### src/rtl/mapper_pkg.sv
package mapper_pkg;
    localparam int PRG_SEL_W = 2;
    localparam int CHR_SEL_W = 2;
    localparam int SEL_W     = PRG_SEL_W + CHR_SEL_W;

    // prg field occupies the upper bits so a cast from the low address bits
    // places A3..A2 in prg and A1..A0 in chr
    typedef struct packed {
        logic [PRG_SEL_W-1:0] prg;
        logic [CHR_SEL_W-1:0] chr;
    } bank_sel_t;
endpackage

### src/rtl/mapper_bank_latch.sv
module mapper_bank_latch
    import mapper_pkg::*;
(
    input  logic             clk,
    input  logic             rst_n,
    input  logic             wr_en,
    input  logic [SEL_W-1:0] addr_lo,
    output bank_sel_t        sel_q
);
    typedef struct packed {
        bank_sel_t sel;
    } latch_state_t;

    latch_state_t st_d, st_q;

    always_comb begin
        st_d = st_q;
        if (wr_en) begin
            st_d.sel = bank_sel_t'(addr_lo);
        end
    end

    always_ff @(posedge clk or negedge rst_n) begin
        if (!rst_n) begin
            st_q <= '0;
        end else begin
            st_q <= st_d;
        end
    end

    assign sel_q = st_q.sel;
endmodule

### src/rtl/mapper_prg_map.sv
module mapper_prg_map
    import mapper_pkg::*;
#(
    parameter int WIN_AW = 14
) (
    input  logic                        upper_win,
    input  logic [WIN_AW-1:0]           offset,
    input  logic [PRG_SEL_W-1:0]        bank_sel,
    output logic [WIN_AW+PRG_SEL_W-1:0] rom_addr
);
    localparam logic [PRG_SEL_W-1:0] LAST_BANK = '1;

    logic [PRG_SEL_W-1:0] bank_d;

    always_comb begin
        bank_d   = upper_win ? LAST_BANK : bank_sel;
        rom_addr = {bank_d, offset};
    end
endmodule

### src/rtl/mapper_chr_map.sv
module mapper_chr_map
    import mapper_pkg::*;
#(
    parameter int WIN_AW = 13
) (
    input  logic [WIN_AW-1:0]           ppu_off,
    input  logic [CHR_SEL_W-1:0]        bank_sel,
    input  logic                        mirror_vert,
    output logic [WIN_AW+CHR_SEL_W-1:0] rom_addr,
    output logic                        nt_a10
);
    always_comb begin
        rom_addr = {bank_sel, ppu_off};
        nt_a10   = mirror_vert ? ppu_off[10] : ppu_off[11];
    end
endmodule

### src/rtl/addr_latch_mapper.sv
module addr_latch_mapper
    import mapper_pkg::*;
#(
    parameter int CPU_AW     = 16,
    parameter int PRG_WIN_AW = 14,
    parameter int CHR_WIN_AW = 13,
    localparam int PRG_AW    = PRG_WIN_AW + PRG_SEL_W,
    localparam int CHR_AW    = CHR_WIN_AW + CHR_SEL_W
) (
    input  logic                  clk,
    input  logic                  rst_n,
    input  logic [CPU_AW-1:0]     cpu_addr,
    input  logic                  cpu_rd,
    input  logic                  cpu_wr,
    input  logic [CHR_WIN_AW-1:0] ppu_addr,
    input  logic                  mirror_vert,
    output logic [PRG_AW-1:0]     prg_addr,
    output logic                  prg_ce,
    output logic [CHR_AW-1:0]     chr_addr,
    output logic                  ciram_a10
);
    logic                 rom_space;
    logic                 wr_en;
    bank_sel_t            bank_q;
    logic [PRG_SEL_W-1:0] prg_sel;

    assign rom_space = cpu_addr[CPU_AW-1];
    assign wr_en     = cpu_wr & rom_space;
    assign prg_ce    = cpu_rd & rom_space;
    assign prg_sel   = bank_q.prg;

    mapper_bank_latch u_latch (
        .clk     (clk),
        .rst_n   (rst_n),
        .wr_en   (wr_en),
        .addr_lo (cpu_addr[SEL_W-1:0]),
        .sel_q   (bank_q)
    );

    mapper_prg_map #(.WIN_AW(PRG_WIN_AW)) u_prg (
        .upper_win (cpu_addr[PRG_WIN_AW]),
        .offset    (cpu_addr[PRG_WIN_AW-1:0]),
        .bank_sel  (prg_sel),
        .rom_addr  (prg_addr)
    );

    mapper_chr_map #(.WIN_AW(CHR_WIN_AW)) u_chr (
        .ppu_off     (ppu_addr),
        .bank_sel    (bank_q.chr),
        .mirror_vert (mirror_vert),
        .rom_addr    (chr_addr),
        .nt_a10      (ciram_a10)
    );
endmodule

### config.mk
export PLATFORM = sky130hd
export DESIGN_NAME = addr_latch_mapper
export DESIGN_NICKNAME = d
export VERILOG_FILES = /design/src/rtl/mapper_pkg.sv /design/src/rtl/mapper_bank_latch.sv /design/src/rtl/mapper_prg_map.sv /design/src/rtl/mapper_chr_map.sv /design/src/rtl/addr_latch_mapper.sv
export SDC_FILE = /design/constraint.sdc
export NUM_CORES = 1
export LEC_CHECK = 0
export BUFFER_PORTS_ARGS = -buffer_cell sky130_fd_sc_hd__buf_2
export CORE_MARGIN = 2
export CORE_UTILIZATION = 27
export DETAILED_ROUTE_END_ITERATION = 8
export PLACE_DENSITY = 0.78
export REMOVE_ABC_BUFFERS = 1
export SYNTH_ARGS = -nofsm -noshare
export SYNTH_HDL_FRONTEND = slang
export SYNTH_SLANG_ARGS = --single-unit
### constraint.sdc
create_clock -name clk -period 1 [get_ports clk]
set_input_delay 0.2 -clock clk [delete_from_list [all_inputs] [get_ports clk]]
set_output_delay 0.2 -clock clk [all_outputs]
set_load 0.01 [all_outputs]
== After elaboration in Yosys (flattened, before gate mapping) ==
Index checks and enable logic that the tools add are counted.

* Bits in registers: 4
* Bits of input ports: 34
* Output and inout port bits: 33
* Logic and storage cells: 6

* Multiplexer cells: 2
* Bitwise gates (word level): 2

{| class="wikitable"
|+ Operators with widths
! cell !! number
|-
| $and 1x1->1 || 2
|-
| $mux 2 || 1
|-
| $mux 1 || 1
|}

== Longest topological paths before layout ==
Gate-level depths: netlist of run 1.

* Depth in word-level cells: 1
* Depth in mapped cells: 2

== Hierarchy ==
From an unflattened synthesis of run 1, not the netlist that was laid out.

* Cell total of the unflattened synthesis: 42
* Area, all modules: 402.9 um2

{| class="wikitable"
|+ Modules (own cells, without submodules)
! module !! times used !! cells an instance !! area an instance (um2)
|-
| mapper_bank_latch || 1 || 8 || 145.1
|-
| mapper_chr_map || 1 || 16 || 127.6
|-
| mapper_prg_map || 1 || 16 || 117.6
|-
| addr_latch_mapper || 1 || 2 || 12.5
|}

== Worst setup path after synthesis of run 1 ==
Ideal clock, no wire load.

* Kind: reg2out
* Start point: reg u_latch.st_q (netlist bit u_latch.sel_q[3])
* End point: out prg_addr[15]
* Arrival: 0.662 ns
* Data required time: 0.800 ns
* Slack: 0.138 ns
* Cell stages (with the launch flop): 2
* Path buffers: 0
* Cells stage by stage: dfrtp_1 > or2_2

* Cells in the longest elaborated chain, start to end: 1

{| class="wikitable"
|+ Ends and longest elaborated chain
! item !! RTL line !! text
|-
| start: declaration || mapper_bank_latch.sv:14 || <nowiki>latch_state_t st_d, st_q;</nowiki>
|-
| start signal: assignment || mapper_bank_latch.sv:27 || <nowiki>st_q <= st_d;</nowiki>
|-
| $mux 2 || mapper_prg_map.sv:16 || <nowiki>bank_d = upper_win ? LAST_BANK : bank_sel;</nowiki>
|-
| end: declaration || addr_latch_mapper.sv:17 || <nowiki>output logic [PRG_AW-1:0] prg_addr,</nowiki>
|}

Every way passes these cells.

== Worst setup path after layout of run 1 ==
* Start point: reg u_latch.st_q (netlist bit u_latch.sel_q[2])
* End point: out prg_addr[14]

Same word-level chain as after synthesis.

==> results of run 1 <==
-- synth_stat cells --
library cell	count	area, µm²
dfrtp_1	4	100.1
mux2_4	4	60.06
nand2_2	1	6.260
or2_2	2	12.51
mux2_2	1	11.26
and2_2	1	7.510
buf_4	29	217.7
-- stage by stage --
step                      hold slack [ps]  instances  setup WS [ps]
after floorplan                    -95.59         13          138.1
after global placement              5.265         53          21.60
after detailed placement            10.90         53          22.73
after CTS                           203.0         58         -158.7
after global routing                206.1         58         -181.0
final                               211.9         58         -144.9
-- logic make-up (layout without fill, tap and decap cells) --
logic type / Yosys count / in the layout / synth area share
multiplexers: 5 / 5 / 0.1717
flip-flops: 4 / 4 / 0.2410
buffers and inverters: 29 / 29 / 0.5241
AND/OR/NAND/NOR: 4 / 4 / 0.06326
-- worst max-delay path: stages (launching register included) --
cell and delay [ps]:
dfrtp_1 370, or2_4 230, buf_6 120
-- power breakdown --
part	switching (mW)	leakage (nW)	internal (mW)
logic	0.0629	0.161	0.109
registers	0.0117	0.0469	0.187
clock network	0.0650	0.0138	0.134
-- worst min-delay path by stage --
| stage | startpoint | to | slack [ps] |
|---|---|---|---|
| 2_1_floorplan | rst_n | u_latch.sel_q[0] | -100 |
| 3_3_place_gp | rst_n | u_latch.sel_q[0] | 5 |
| 3_5_place_dp | rst_n | u_latch.sel_q[3] | 10 |
| 4_1_cts | cpu_addr[3] | u_latch.sel_q[3] | 200 |
| 5_1_grt | cpu_addr[3] | u_latch.sel_q[3] | 210 |
| 6_report | cpu_addr[3] | u_latch.sel_q[3] | 210 |
-- placed cells by master (no fill, tap or decap) --
cell           synthesis  routed
nand2_2                1       1
buf_6                  0       2
dfrtp_1                4       4
mux2_4                 4       4
dlygate4sd3_1          0       1
buf_4                 29       1
mux2_2                 1       1
and2_2                 1       1
clkbuf_4               0       3
or2_4                  0       2
buf_2                  0      22
-- layer usage --
metal  global-route usage  vias up  wire (µm)  part of all wire
li1                     -      103          -                 -
met1               0.1034      108        415              0.38
met2               0.1134       34        377              0.35
met3               0.1702        0        287              0.27
met4              0.07273        0          0                 0
met5               0.1000        -          0                 0
-- layout make-up --
| cell class | instances | area (µm²) |
|---|---|---|
| Timing Repair Buffer | 26 | 150.1 |
| Multi-Input combinational cell | 9 | 102.6 |
| Sequential cell | 4 | 100.1 |
| Clock buffer | 3 | 22.52 |
| Tap cell | 16 | 20.02 |
| Fill cell | 164 | 1076 |
-- what timing repair did --
action                     4_1_cts  5_1_grt
setup buffers                    1        0
hold buffers                     1        0
pin swaps                        1        0
hold endpoints to repair         4        0
gates resized for setup          4        0
setup endpoints to repair        2        2
==> reports/qor.csv, run 1 <==
stage,metric,value,unit
outcome,status,"complete, but fails checks",
outcome,failed_checks,negative setup slack,
logic_synthesis,synth_cell_type_count,7,
timing,layout_setup_ws,-144.9,ps
cells_and_area,diodes,0,
timing,relSlewSlack,0.9042,
pwr,p_total,0.5691,mW
timing,fmax,0.8734,GHz
critical_path,critPathLaunch,u_latch.sel_q[2],
logic_synthesis,synth_area_per_cell,9.890,µm²
route,drt_iter0_drc,3,
floorplan,core-area,0.001471,mm²
grt,grt_pass1_vias,278,
cells_and_area,final_area,395.4,µm²
timing,timing.final.crit_share,1.145,
cts,clockRootBuffer,clkbuf_4,
pwr,ir_worst_vdd,0.0004972,V
cells_and_area,area_delta_synth_final,-4.819,%
timing,fin_skew,0,ps
timing,tightest_slew,143.2,ps
pwr,p_per_area,1439,mW/mm²
critical_path,r2r_end,u_latch.sel_q[3],
cts,clk_latency,230,ps
cells_and_area,final_util,0.2687,
floorplan,rows,14,
critical_path,critPathArrivalTime,940,ps
critical_path,crit_type,reg2out,
cts,clock_path_buffers,2,
cts,h-tree-depth,1,
placed_design,io_buffers,24,
logic_synthesis,ys_ff_latch,4,
cts,path_clk_slew,40,ps
route,drtPass1Iterations,4,
route,antenna_left,0,
min_path,hold_path_depth,2,
critical_path,reg2reg_slack,140,ps
critical_path,end_kind,primary output,
critical_path,rr_startpoint,u_latch.sel_q[3],
cts,cts_buffers,3,
critical_path,r2r_cells,2,
run,cap_violations,0,
floorplan,initial_core_util,0.2823,
logic_synthesis,synth_warnings,0,
logic_synthesis,yosysSeqAreaShare,0.2410,
cells_and_area,largest_reg_flops,4,
timing,hold_viol,0,
floorplan,die_area,0.001868,mm²
route,finalWirelength,1079,µm
placed_design,gp_congestion,0.6156,
cts,cts_tree,built,
critical_path,required,800,ps
cells_and_area,num-nets-final,78,
min_path,hp-class,in2reg,
placed_design,placed_area,337.8,µm²
critical_path,endpoint,prg_addr[14],
floorplan,ios,67,
timing,rsz0062_at_grt,true,
route,drc,0,
grt,grt_overflow,0,
grt,grt_max_degree,5,
floorplan,die_x,43.23,µm
route,avgViaCountPerCell,4.224,
critical_path,startpoint_type,flop,
route,vias,245,
timing,final-setup-viol-count,2,
cts,cts_sinks,4,
pwr,p_leak,0.2214,nW
floorplan,die_h,43.23,µm
logic_synthesis,synthCells,42,
cells_and_area,drive_above_1_share,0.8810,
timing,period_minus_slack,1145,ps
grt,grt_pass1_wl,1400,µm
logic_synthesis,syn_area,415.4,µm²
grt,grt_util_all_layers,0.1155,
grt,antenna_found_initial,0,
route,wl_per_cell,18.60,µm
critical_path,worstPathMaxFanout,2,
timing,setup_tns,-286.5,ps
timing,slew_violations,0,
(Power assumes the default switching activity.)
==> run 2, diff against run 1 <==
- PLACE_DENSITY: 0.78 -> not set
- PLACE_DENSITY_LB_ADDON: not set -> 0.12
==> run 2 against run 1 <==
Effect of this change: routed wire length hardly changed; worst setup slack got worse by 0.96 ps; die area is the same; global-route usage increased by 0.98 points; highest routed layer is now met4; the run still ends with negative setup slack left; critical endpoint unchanged; largest power group is now clock.
==> reports/qor.csv, run 2 (same netlist as run 1, synthesis figures left out) <==
stage,metric,value,unit
route,antenna_left,0,
grt,grt_util_all_layers,0.1252,
route,vias,260,
timing,timing.final.crit_share,1.146,
placed_design,io_buffers,24,
timing,slew_violations,0,
timing,layout_setup_ws,-145.8,ps
critical_path,reg2reg_slack,140,ps
timing,final-setup-viol-count,2,
floorplan,ios,67,
timing,fin_skew,0,ps
timing,fmax,0.8727,GHz
cells_and_area,fill_cells,171,
cts,cts_tree,built,
critical_path,required,800,ps
cells_and_area,final_cell_mix,"buf_2, mux2_4, dfrtp_1",
placed_design,gp_congestion,0.6655,
cells_and_area,largest_reg_flops,4,
critical_path,r2r_end,u_latch.sel_q[3],
grt,grt_overflow,0,
route,wl_per_cell,18.27,µm
cts,clockRootBuffer,clkbuf_4,
timing,period_minus_slack,1146,ps
critical_path,worstPathMaxFanout,2,
cts,clk_latency,230,ps
outcome,status,"complete, but fails checks",
cells_and_area,diodes,0,
min_path,hold-path-endpoint,u_latch.sel_q[1],
pwr,p_total,0.5806,mW
cells_and_area,final_util,0.2738,
critical_path,critical_path.max_stage_delay,370,ps
floorplan,die_area,0.001868,mm²
cts,clock_path_buffers,2,
floorplan,die_h,43.23,µm
floorplan,core-area,0.001471,mm²
cts,cts_buffers,3,
run,cap_violations,0,
critical_path,cp_slowest_cell,dfrtp_1,
floorplan,rows,14,
min_path,min_from,cpu_addr[1],
critical_path,r2r_cells,2,
cells_and_area,drive_above_1_share,0.8837,
route,drt_iter0_drc,0,
critical_path,rr_startpoint,u_latch.sel_q[3],
timing,hold_viol,0,
cells_and_area,final_common_cell,buf_2,
critical_path,worstPathCellList,or2_4 -> buf_6,
route,drc,0,
route,drtPass1Iterations,1,
pwr,ir_worst_vdd,0.0005064,V
floorplan,initial_core_util,0.2823,
cells_and_area,area_delta_synth_final,-3.012,%
timing,tightest_slew,154.5,ps
min_path,hold_path_depth,2,
pwr,p_per_area,1441,mW/mm²
timing,relSlewSlack,0.8966,
pwr,p_leak,0.2263,nW
grt,antenna_found_initial,0,
cells_and_area,num-nets-final,79,
outcome,failed_checks,negative setup slack,
critical_path,startpoint_type,flop,
critical_path,crit_type,reg2out,
cts,h-tree-depth,1,
route,finalWirelength,1078,µm
grt,grt_pass1_wl,1490,µm
cts,path_clk_slew,40,ps
min_path,hp-class,in2reg,
route,avgViaCountPerCell,4.407,
grt,grt_max_degree,5,
grt,grt_pass1_vias,268,
critical_path,end_kind,primary output,
cts,cts_sinks,4,
timing,rsz0062_at_grt,true,
floorplan,die_x,43.23,µm
critical_path,critPathArrivalTime,950,ps
==> run 2: through the flow <==
step                      worst slack [ps]  area [µm²]  hold WS [ps]  TNS (ps)  cells
after detailed placement             23.15       337.8         10.36         0     53
after global routing                -190.5       402.9         193.4    -372.0     59
after floorplan                      138.1       197.7        -95.59         0     13
final                               -145.8       402.9         210.5    -289.3     59
after CTS                           -157.7       395.4         201.8    -312.6     58
after global placement               33.02       337.8         9.006         0     53
==> run 2: worst max path at each step <==
stage | start | depth (start not counted) | to | slack, ps
4_1_cts | u_latch.sel_q[2] | 2 | prg_addr[14] | -160
5_1_grt | u_latch.sel_q[2] | 2 | prg_addr[14] | -190
3_5_place_dp | u_latch.sel_q[3] | 2 | prg_addr[15] | 20
3_3_place_gp | u_latch.sel_q[3] | 2 | prg_addr[15] | 30
2_1_floorplan | u_latch.sel_q[3] | 1 | prg_addr[15] | 140
6_report | u_latch.sel_q[2] | 2 | prg_addr[14] | -150
==> run 2: per-layer routing <==
metal | track usage | wire length (µm) | share of wire | up-vias
met5 | 0.03333 | 0 | 0 | -
li1 | - | - | - | 104
met1 | 0.1429 | 419 | 0.39 | 116
met4 | 0.07273 | 4 | 0.0037 | 0
met2 | 0.09254 | 355 | 0.33 | 38
met3 | 0.1915 | 299 | 0.28 | 2
==> run 2: what timing repair did <==
| action | in CTS | in global routing |
|---|---|---|
| endpoints found under the hold margin | 4 | 0 |
| endpoints found under the setup margin | 2 | 2 |
| resized for setup | 4 | 0 |
| hold buffers | 1 | 0 |
| pin swaps | 1 | 0 |
| setup buffers | 1 | 1 |
==> run 2: worst max-delay path, delay by kind of cell (launching register included) <==
kind                   cells  cell delay (ps)
DFF                        1              370
buffers and inverters      1              120
and+or+nand+nor            1              230
==> run 2: report_power, final <==
group	total (mW)	internal (mW)	switching (mW)
Combinational	0.178	0.115	0.0624
Clock	0.204	0.135	0.0694
Sequential	0.199	0.187	0.0123
==> run 2: area by class of cell <==
type / count / area (µm²) / share of cell area
clock buffer: 3 / 22.52 / 0.05590
multi-input combinational: 9 / 102.6 / 0.2547
sequential: 4 / 100.1 / 0.2484
tap: 16 / 20.02 / 0.04969
timing repair buffer: 27 / 157.7 / 0.3913
==> run 3, diff against run 2 <==
- CORE_UTILIZATION: 27 -> 28
- CTS_BUF_LIST: not set -> sky130_fd_sc_hd__clkbuf_4
==> run 3 against run 2 <==
Effect of this change: non-clock buffer count grew 1; via count shrank 0.38%; register-to-register slack worse by 120 ps; the run still ends with negative setup slack left; maximum frequency is 0.15% higher; sequential share of layout area decreased by 0.38 points.
==> reports/qor.csv, run 3 (same netlist as run 1, synthesis figures left out) <==
stage,metric,value,unit
critical_path,r2r_end,u_latch.sel_q[3],
pwr,internal_power,0.4438,mW
floorplan,die_area,0.001808,mm²
cts,path_clk_slew,40,ps
cts,cts_tree,built,
grt,grt_max_degree,5,
floorplan,initial_core_util,0.3077,
timing,final-setup-viol-count,2,
cells_and_area,fill_cells,150,
cells_and_area,final_common_cell,buf_2,
floorplan,die_h,42.52,µm
route,avgViaCountPerCell,4.390,
grt,grt_util_all_layers,0.1270,
critical_path,r2r_cells,3,
placed_design,gp_congestion,0.7363,
route,vias,259,
timing,rsz0062_at_grt,true,
pwr,p_total,0.5969,mW
outcome,failed_checks,negative setup slack,
timing,tightest_slew,158.1,ps
cts,cts_buffers,3,
cells_and_area,final_cell_mix,"buf_2, mux2_4, dfrtp_1",
critical_path,worstPathMaxFanout,2,
route,antenna_left,0,
floorplan,rows,13,
cells_and_area,multiInputGateArea,102.6,µm²
pwr,ir_worst_vdd,0.0003574,V
placed_design,placed_area,336.6,µm²
floorplan,die_x,42.52,µm
route,drc,0,
route,drt_iter0_drc,0,
min_path,min_from,cpu_addr[1],
cts,cts_sinks,4,
cells_and_area,area_delta_synth_final,-1.506,%
route,wl_per_cell,19.14,µm
cells_and_area,final_area,409.1,µm²
timing,relSlewSlack,0.8942,
cts,clockRootBuffer,clkbuf_4,
critical_path,crit_type,reg2out,
pwr,seq_power_share,0.334,
placed_design,io_buffers,24,
cts,clk_latency,230,ps
route,drtPass1Iterations,1,
floorplan,core-area,0.001350,mm²
pwr,p_switching,0.1531,mW
critical_path,required,800,ps
pwr,p_leak,0.2311,nW
cells_and_area,drive_above_1_share,0.8864,
route,finalWirelength,1129,µm
min_path,hold_path_depth,2,
cells_and_area,num-nets-final,80,
cts,clock_path_buffers,2,
timing,period_minus_slack,1144,ps
pwr,p_clk_frac,0.352,
min_path,hold-path-endpoint,u_latch.sel_q[1],
cells_and_area,largest_reg_flops,4,
timing,fin_skew,0,ps
critical_path,critPathArrivalTime,940,ps
min_path,hp-class,in2reg,
cells_and_area,seq_area,100.1,µm²
timing,layout_setup_ws,-144.1,ps
critical_path,startpoint_type,flop,
timing,fmax,0.8741,GHz
timing,slew_violations,0,
timing,hold_viol,0,
critical_path,reg2reg_slack,20,ps
pwr,comb_power_share,0.314,
pwr,swShare,0.2565,
timing,timing.final.crit_share,1.144,
floorplan,ios,67,
critical_path,end_kind,primary output,
critical_path,rr_startpoint,u_latch.sel_q[3],
grt,grt_pass1_vias,265,
grt,grt_pass1_wl,1483,µm
outcome,status,"complete, but fails checks",
cts,h-tree-depth,1,
run,cap_violations,0,
cells_and_area,diodes,0,
grt,antenna_found_initial,0,
grt,grt_overflow,0,
pwr,p_per_area,1459,mW/mm²
run 3: cell count changes in the layout (fill, tap and decap cells not counted), sizes merged:
cell / delta
buf: +1
run 3: worst max-delay path: stages, from the launching register on:
cell and delay, ps:
dfrtp_1 370, or2_4 220, buf_6 120
run 3: cell type report:
cell class | count | area share
Tap cell | 15 | 0.04587
Multi-Input combinational cell | 9 | 0.2508
Sequential cell | 4 | 0.2446
Clock buffer | 3 | 0.05505
Timing Repair Buffer | 28 | 0.4037
run 3: power groups by stage:
| stage | logic (mW) | registers (mW) | clock network [mW] |
|---|---|---|---|
| after floorplan | 0.0621 | 0.204 | 0 |
| after global placement | 0.143 | 0.199 | 0 |
| after detailed placement | 0.145 | 0.201 | 0 |
| after CTS | 0.182 | 0.200 | 0.219 |
| after global routing | 0.202 | 0.202 | 0.236 |
| final | 0.188 | 0.199 | 0.210 |
run 3: metrics by stage:
step | utilization | setup TNS, ps | hold slack, ps | cells | setup WS (ps)
2_1_floorplan | - | 0 | -95.59 | 13 | 138.1
3_3_place_gp | 0.2493 | 0 | 9.622 | 52 | 35.36
3_5_place_dp | 0.2493 | 0 | 15.08 | 52 | 18.26
4_1_cts | 0.2975 | -302.1 | 197.5 | 58 | -151.5
5_1_grt | 0.3031 | -345.2 | 197.9 | 59 | -174.0
6_report | 0.3031 | -286.0 | 203.6 | 59 | -144.1
run 3: repair_timing:
item / 4_1_cts / 5_1_grt
setup buffers: 2 / 1
pin swaps: 1 / 0
setup endpoints to repair: 2 / 2
hold buffers: 1 / 0
gates cloned: 0 / 0
endpoints found under the hold margin: 4 / 0
gates resized for setup: 4 / 0
run 3: how the worst max path moves through the flow:
| stage | start | endpoint | slack [ps] | depth (start not counted) |
|---|---|---|---|---|
| 2_1_floorplan | u_latch.sel_q[3] | prg_addr[15] | 140 | 1 |
| 3_3_place_gp | u_latch.sel_q[3] | prg_addr[15] | 40 | 2 |
| 3_5_place_dp | u_latch.sel_q[3] | prg_addr[15] | 20 | 2 |
| 4_1_cts | u_latch.sel_q[2] | prg_addr[14] | -150 | 2 |
| 5_1_grt | u_latch.sel_q[2] | prg_addr[14] | -170 | 2 |
| 6_report | u_latch.sel_q[2] | prg_addr[14] | -140 | 2 |
run 3: layer usage:
metal,track usage,vias to the layer above,share of wire
li1,-,106,-
met1,0.1680,113,0.39
met2,0.1169,40,0.36
met3,0.1379,0,0.25
met4,0.05625,0,0
met5,0,-,0
